==> config.mk <==
export PLATFORM = sky130hd
export DESIGN_NAME = spiHostCtrl
export DESIGN_NICKNAME = d
export VERILOG_FILES = /design/src/rtl/spiHostPkg.sv /design/src/rtl/spiHostCtl.sv /design/src/rtl/spiHostDp.sv /design/src/rtl/spiHostCtrl.sv
export SDC_FILE = /design/constraint.sdc
export NUM_CORES = 1
export LEC_CHECK = 0
export CAP_MARGIN = 20
export CORE_UTILIZATION = 30
export CTS_CLUSTER_DIAMETER = 50
export CTS_CLUSTER_SIZE = 10
export DETAILED_ROUTE_END_ITERATION = 8
export PLACE_DENSITY = 0.51
export RECOVER_POWER = 100
export SLEW_MARGIN = 10
export SYNTH_ARGS = -nofsm -noshare
export SYNTH_HDL_FRONTEND = slang
export SYNTH_SLANG_ARGS = --single-unit
export TNS_END_PERCENT = 1
==> constraint.sdc <==
create_clock -name clk -period 2.3 [get_ports clk]
set_clock_uncertainty 0.1 [all_clocks]
set_input_delay 0.46 -clock clk [delete_from_list [all_inputs] [get_ports clk]]
set_output_delay 0.46 -clock clk [all_outputs]
set_load 0.1 [all_outputs]
==> src/rtl/spiHostPkg.sv <==
package spiHostPkg;

  localparam int REG_OFF_W = 2;

  typedef enum logic [REG_OFF_W-1:0] {
    OFF_CTRL   = 2'd0,
    OFF_CSEL   = 2'd1,
    OFF_DATA   = 2'd2,
    OFF_STATUS = 2'd3
  } regOff_e;

  // Strobes and levels handed from the register control to the datapath.
  typedef struct packed {
    logic       start;
    logic       shiftMode;
    logic       bbSclk;
    logic       bbMosi;
    logic [7:0] txByte;
  } dpCmd_t;

endpackage

==> src/rtl/spiHostCtl.sv <==
module spiHostCtl
  import spiHostPkg::*;
#(
  parameter int ADDR_W    = 16,
  parameter int NUM_CARDS = 4
) (
  input  logic              clk,
  input  logic              rstN,
  input  logic [ADDR_W-9:0] baseSel,
  input  logic [ADDR_W-1:0] busAddr,
  input  logic              busWr,
  input  logic              busRd,
  input  logic [7:0]        busWrData,
  input  logic              dpBusy,
  input  logic [7:0]        rxByte,
  input  logic              misoLvl,
  output logic [7:0]        busRdData,
  output dpCmd_t            cmd,
  output logic [NUM_CARDS-1:0] csN
);

  localparam int IDX_W  = (NUM_CARDS > 1) ? $clog2(NUM_CARDS) : 1;
  localparam int PAGE_W = ADDR_W - 8;

  logic             hit;
  regOff_e          off;
  logic             wrHit;
  logic             modeQ;
  logic             bbSclkQ;
  logic             bbMosiQ;
  logic             csEnQ;
  logic [IDX_W-1:0] csIdxQ;

  // Full decode: the page must match and the offset must lie in 0..3.
  assign hit   = (busAddr[ADDR_W-1 -: PAGE_W] == baseSel) &&
                 (busAddr[7:REG_OFF_W] == '0);
  assign off   = regOff_e'(busAddr[REG_OFF_W-1:0]);
  assign wrHit = busWr && hit;

  always_ff @(posedge clk or negedge rstN) begin
    if (!rstN) begin
      modeQ   <= 1'b0;
      bbSclkQ <= 1'b0;
      bbMosiQ <= 1'b0;
      csEnQ   <= 1'b0;
      csIdxQ  <= '0;
    end else if (wrHit) begin
      case (off)
        OFF_CTRL: begin
          modeQ   <= busWrData[0];
          bbSclkQ <= busWrData[1];
          bbMosiQ <= busWrData[2];
        end
        OFF_CSEL: begin
          csEnQ  <= busWrData[7];
          csIdxQ <= busWrData[IDX_W-1:0];
        end
        default: ;
      endcase
    end
  end

  // A transfer starts only in shift mode and only when the shifter is idle.
  always_comb begin
    cmd.start     = wrHit && (off == OFF_DATA) && modeQ && !dpBusy;
    cmd.shiftMode = modeQ;
    cmd.bbSclk    = bbSclkQ;
    cmd.bbMosi    = bbMosiQ;
    cmd.txByte    = busWrData;
  end

  // One-hot chip-select decode, one low line at most.
  for (genvar g = 0; g < NUM_CARDS; g++) begin : gCs
    assign csN[g] = !(csEnQ && (csIdxQ == IDX_W'(g)));
  end

  always_comb begin
    busRdData = '0;
    if (busRd && hit) begin
      case (off)
        OFF_CTRL: busRdData = {5'b0, bbMosiQ, bbSclkQ, modeQ};
        OFF_CSEL: begin
          busRdData[7]         = csEnQ;
          busRdData[IDX_W-1:0] = csIdxQ;
        end
        OFF_DATA:   busRdData = rxByte;
        OFF_STATUS: busRdData = {5'b0, modeQ, misoLvl, dpBusy};
        default:    busRdData = '0;
      endcase
    end
  end

endmodule

==> src/rtl/spiHostDp.sv <==
module spiHostDp
  import spiHostPkg::*;
#(
  parameter int DIV_HALF = 2
) (
  input  logic       clk,
  input  logic       rstN,
  input  dpCmd_t     cmd,
  input  logic       miso,
  output logic       busy,
  output logic [7:0] rxByte,
  output logic       sclk,
  output logic       mosi
);

  localparam int CNT_W = $clog2(DIV_HALF) + 1;
  localparam logic [CNT_W-1:0] CNT_LAST = CNT_W'(DIV_HALF - 1);

  logic             busyQ;
  logic             sclkQ;
  logic [7:0]       txQ;
  logic [7:0]       rxShQ;
  logic [7:0]       rxHoldQ;
  logic [2:0]       bitQ;
  logic [CNT_W-1:0] cntQ;
  logic             phaseEnd;

  assign phaseEnd = (cntQ == CNT_LAST);

  always_ff @(posedge clk or negedge rstN) begin
    if (!rstN) begin
      busyQ   <= 1'b0;
      sclkQ   <= 1'b0;
      txQ     <= '0;
      rxShQ   <= '0;
      rxHoldQ <= '0;
      bitQ    <= '0;
      cntQ    <= '0;
    end else if (cmd.start && !busyQ) begin
      busyQ <= 1'b1;
      sclkQ <= 1'b0;
      txQ   <= cmd.txByte;
      bitQ  <= '0;
      cntQ  <= '0;
    end else if (busyQ) begin
      if (!phaseEnd) begin
        cntQ <= cntQ + 1'b1;
      end else begin
        cntQ <= '0;
        if (!sclkQ) begin
          // Rising edge: capture the card's bit.
          sclkQ <= 1'b1;
          rxShQ <= {rxShQ[6:0], miso};
        end else begin
          // Falling edge: advance the outgoing bit or finish.
          sclkQ <= 1'b0;
          if (bitQ == 3'd7) begin
            busyQ   <= 1'b0;
            rxHoldQ <= rxShQ;
          end else begin
            bitQ <= bitQ + 1'b1;
            txQ  <= {txQ[6:0], 1'b0};
          end
        end
      end
    end
  end

  assign busy   = busyQ;
  assign rxByte = rxHoldQ;
  assign sclk   = cmd.shiftMode ? sclkQ : cmd.bbSclk;
  assign mosi   = cmd.shiftMode ? (busyQ & txQ[7]) : cmd.bbMosi;

endmodule

==> src/rtl/spiHostCtrl.sv <==
module spiHostCtrl
  import spiHostPkg::*;
#(
  parameter int ADDR_W    = 16,
  parameter int NUM_CARDS = 4,
  parameter int DIV_HALF  = 2
) (
  input  logic                 clk,
  input  logic                 rstN,
  input  logic [ADDR_W-9:0]    baseSel,
  input  logic [ADDR_W-1:0]    busAddr,
  input  logic                 busWr,
  input  logic                 busRd,
  input  logic [7:0]           busWrData,
  output logic [7:0]           busRdData,
  output logic                 spiSclk,
  output logic                 spiMosi,
  input  logic                 spiMiso,
  output logic [NUM_CARDS-1:0] spiCsN
);

  dpCmd_t     dpCmd;
  logic       dpBusy;
  logic [7:0] dpRx;

  spiHostCtl #(
    .ADDR_W   (ADDR_W),
    .NUM_CARDS(NUM_CARDS)
  ) ctl_i (
    .clk      (clk),
    .rstN     (rstN),
    .baseSel  (baseSel),
    .busAddr  (busAddr),
    .busWr    (busWr),
    .busRd    (busRd),
    .busWrData(busWrData),
    .dpBusy   (dpBusy),
    .rxByte   (dpRx),
    .misoLvl  (spiMiso),
    .busRdData(busRdData),
    .cmd      (dpCmd),
    .csN      (spiCsN)
  );

  spiHostDp #(
    .DIV_HALF(DIV_HALF)
  ) dp_i (
    .clk   (clk),
    .rstN  (rstN),
    .cmd   (dpCmd),
    .miso  (spiMiso),
    .busy  (dpBusy),
    .rxByte(dpRx),
    .sclk  (spiSclk),
    .mosi  (spiMosi)
  );

endmodule

==> impl_metrics.env <==
export IMPL_dp_cells=283
export IMPL_mappedNetlistArea_sq_um=1860
export IMPL_tns_ps=-26.0
export IMPL_p_sw_share_pct=20.0
export IMPL_rsz0062_at_grt="yes"
export IMPL_yosysWarnings=0
export IMPL_ys_ff_latch=37
export IMPL_clock_path_buffers=2
export IMPL_arrival_ps=1750
export IMPL_via_per_inst=4.82
export IMPL_hold_path_depth=1
export IMPL_seqPwrFrac_pct=48.2
export IMPL_drtAntennaViolNets=0
export IMPL_synthTopCellsByArea="dfrtp_1, mux2_2, a221o_1, and2_1, xor2_1"
export IMPL_max_stage_delay_ps=320
export IMPL_synth_area_per_cell_sq_um=12.7
export IMPL_slew_viol_final=0
export IMPL_coreArea_sq_um=5960
export IMPL_cts_root_buf="clkbuf_8"
export IMPL_path_class="primary input to output port"
export IMPL_max_clock_freq_mhz=432
export IMPL_worstSkewPairLatency_ps=280
export IMPL_setup_viol=4
export IMPL_holdWs_ps=407
export IMPL_place_hpwl_mm=3.42
export IMPL_ioPinCount=51
export IMPL_fp_dieArea_sq_um=6520
export IMPL_grt_total_usage_pct=15.4
export IMPL_max_slew_margin_pct=37.5
export IMPL_cts_tree="done"
export IMPL_grt_pass1_wl_mm=7.61
export IMPL_path_max_fanout=6
export IMPL_antenna_found_initial=0
export IMPL_finalNetCount=262
export IMPL_yosysSeqAreaShare_pct=49.8
export IMPL_h_tree_depth=2
export IMPL_period_needed_ps=2310
export IMPL_critPathCaptureType="output port"
export IMPL_synthFlopType="dfrtp_1"
export IMPL_path_cells="buf_8, xor2_4, nor4_4, and4_4, and3_4, buf_12"
export IMPL_synthCells=147
export IMPL_diodes=0
export IMPL_synth_nets=186
export IMPL_grt_overflow_total=0
export IMPL_drt_iter0_drc=53
export IMPL_intPower_mw=1.08
export IMPL_port_buffers=50
export IMPL_fin_crit_sh_pct=101
export IMPL_routed_wl_mm=4.49
export IMPL_async_flop_share_pct=100
export IMPL_power_switching_mw=0.270
export IMPL_grt_max_degree=38
export IMPL_peakVddDrop_mv=0.309
export IMPL_outcome="finished with violations"
export IMPL_layout_setup_ws_ps=-13.0
export IMPL_clock_sinks=37
export IMPL_maxCapViolCount=0
export IMPL_ff2ff_path_depth=4
export IMPL_synth_top_area_cell="dfrtp_1"
export IMPL_combPwrFrac_pct=9.8
export IMPL_initial_core_util_pct=31.2
export IMPL_p_leak_nw=1.29
export IMPL_place_congestion=0.710
export IMPL_holdBufCountCts=0
export IMPL_die_w_um=80.8
export IMPL_drt_pass1_iter_count=4
export IMPL_syn_to_final_growth_pct=53.5
export IMPL_ys_types=36
export IMPL_hold_violations=0
export IMPL_cp_start_kind="primary input"
export IMPL_hp_class="register to register"
export IMPL_yosys_area_top_type_share_pct=49.8
export IMPL_place_area_sq_um=2700
export IMPL_path_clk_slew_ps=70
export IMPL_drt_wirelength_per_cell_um=15.0
export IMPL_crit_path_top_delay_cell="nor4_4"
export IMPL_die_y_um=80.8
export IMPL_violations="negative setup slack"
export IMPL_num_vias=1442
export IMPL_design_area_sq_um=2860
export IMPL_drc=0
export IMPL_clockPowerShare_pct=42.0
export IMPL_rows=28
export IMPL_fin_cells=299
export IMPL_synth_edf_count=0
export IMPL_cts_made_buffers=5
export IMPL_worst_slew_pin_slew_ps=937
export IMPL_power_density_nw_per_um2=472
export IMPL_drive_gt1_share_pct=46.9
export IMPL_cp_required_ps=1740
export IMPL_grt_pass1_vias=1591
==> cell usage in the layout, fill, tap and decap left out, types with 6 or more instances in the layout <==
cell type,netlist,final
mux2_2,25,24
nor2_1,9,7
buf_12,0,9
dfrtp_1,37,37
clkbuf_8,0,6
clkdlybuf4s50_1,0,11
buf_4,2,22
a221o_1,7,7
dlygate4sd2_1,0,10
buf_2,0,9
and2_1,9,7
==> routing by layer <==
metal / vias to the layer above / track usage (%) / share of wire, %
met2: 26 / 26.4 / 50
met4: 0 / 4.64 / 1.3
met1: 721 / 19.3 / 45
met5: - / 0 / 0
met3: 6 / 3.71 / 3.6
li1: 689 / - / -
==> worst max-delay path: cells and delay by family <==
family                    cells  cell delay (ps)
buffers and inverters         2              270
xor gates and xnor gates      1              180
and+or+nand+nor               3              840
==> flip-flops by register name, summed over array words and instances (netlist names) <==
name / count
ctl_i.bbSclkQ: 1
ctl_i.modeQ: 1
dp_i.rxByte: 8
ctl_i.csEnQ: 1
dp_i.sclkQ: 1
dp_i.busy: 1
ctl_i.csIdxQ: 2
ctl_i.bbMosiQ: 1
dp_i.bitQ: 3
dp_i.rxShQ: 8
dp_i.cntQ: 2
dp_i.txQ: 8
==> what timing repair did <==
item / CTS / global route
resized for setup: 66 / 11
buffers inserted: 7 / 1
pin swaps: 17 / 8
endpoints found under the setup margin: 25 / 19
==> cell usage after synthesis (all sizes together), types with 3 or more instances <==
| library cell | instances |
|---|---|
| dfrtp | 37 |
| mux2 | 25 |
| and2 | 9 |
| nor2 | 9 |
| a221o | 7 |
| xor2 | 6 |
| nand2 | 5 |
| and3 | 4 |
| clkbuf | 3 |
| nand3 | 3 |
| nand3b | 3 |
| nor3 | 3 |
| xnor2 | 3 |
==> area by class of cell <==
cell class,instances,area [sq um]
fillers,565,3100
flip-flops and latches,37,926
well taps,75,93.8
multi-input cells,103,1020
repair buffers,74,691
clock buffers,7,86.3
inverters,2,7.51
clock inverters,1,30.0
==> through the flow <==
| stage | setup slack [ps] | power (mW) | util [%] |
|---|---|---|---|
| 2_1_floorplan | -98.3 | 0.693 | - |
| 3_3_place_gp | -446 | 0.786 | 45.3 |
| 3_5_place_dp | -486 | 0.788 | 45.3 |
| 4_1_cts | -29.3 | 1.36 | 48.0 |
| 5_1_grt | -68.2 | 1.41 | 48.0 |
| 6_report | -13.0 | 1.35 | 48.0 |
==> power groups by stage <==
stage	Sequential, mW	Clock (mW)	Combinational [mW]
3_5_place_dp	0.663	0	0.125
2_1_floorplan	0.663	0	0.0300
3_3_place_gp	0.663	0	0.123
5_1_grt	0.650	0.621	0.144
4_1_cts	0.650	0.587	0.128
6_report	0.651	0.566	0.132
==> final timing paths <==
kind | slack (ps) | from | to
hold reg to reg | 410 | dp_i.rxShQ[7]$_DFFE_PN0P_ | dp_i.rxByte[7]$_DFFE_PN0P_
min in group asynchronous | 750 | rstN | ctl_i.csEnQ$_DFFE_PN0P_
max in group asynchronous | 770 | rstN | dp_i.rxShQ[1]$_DFFE_PN0P_
setup reg to reg | 500 | dp_i.bitQ[0]$_DFFE_PN0P_ | dp_i.rxByte[4]$_DFFE_PN0P_
hold / removal | 410 | dp_i.rxShQ[7]$_DFFE_PN0P_ | dp_i.rxByte[7]$_DFFE_PN0P_
setup / recovery | -10 | baseSel[6] | busRdData[4]
==> cell families (layout without fill, tap and decap cells) <==
kind of cell	after synthesis	after routing	share of synthesized area, %
xor gates and xnor gates	9	9	4.24
buffers and inverters	7	84	1.82
muxes	29	29	18.6
and+or+nand+nor	47	47	16.3
AOI/OAI and AO/OA	16	16	7.93
DFF	37	37	49.8
adders and majority gates	2	2	1.34
No activity file was read; power rests on OpenSTA's default activity.
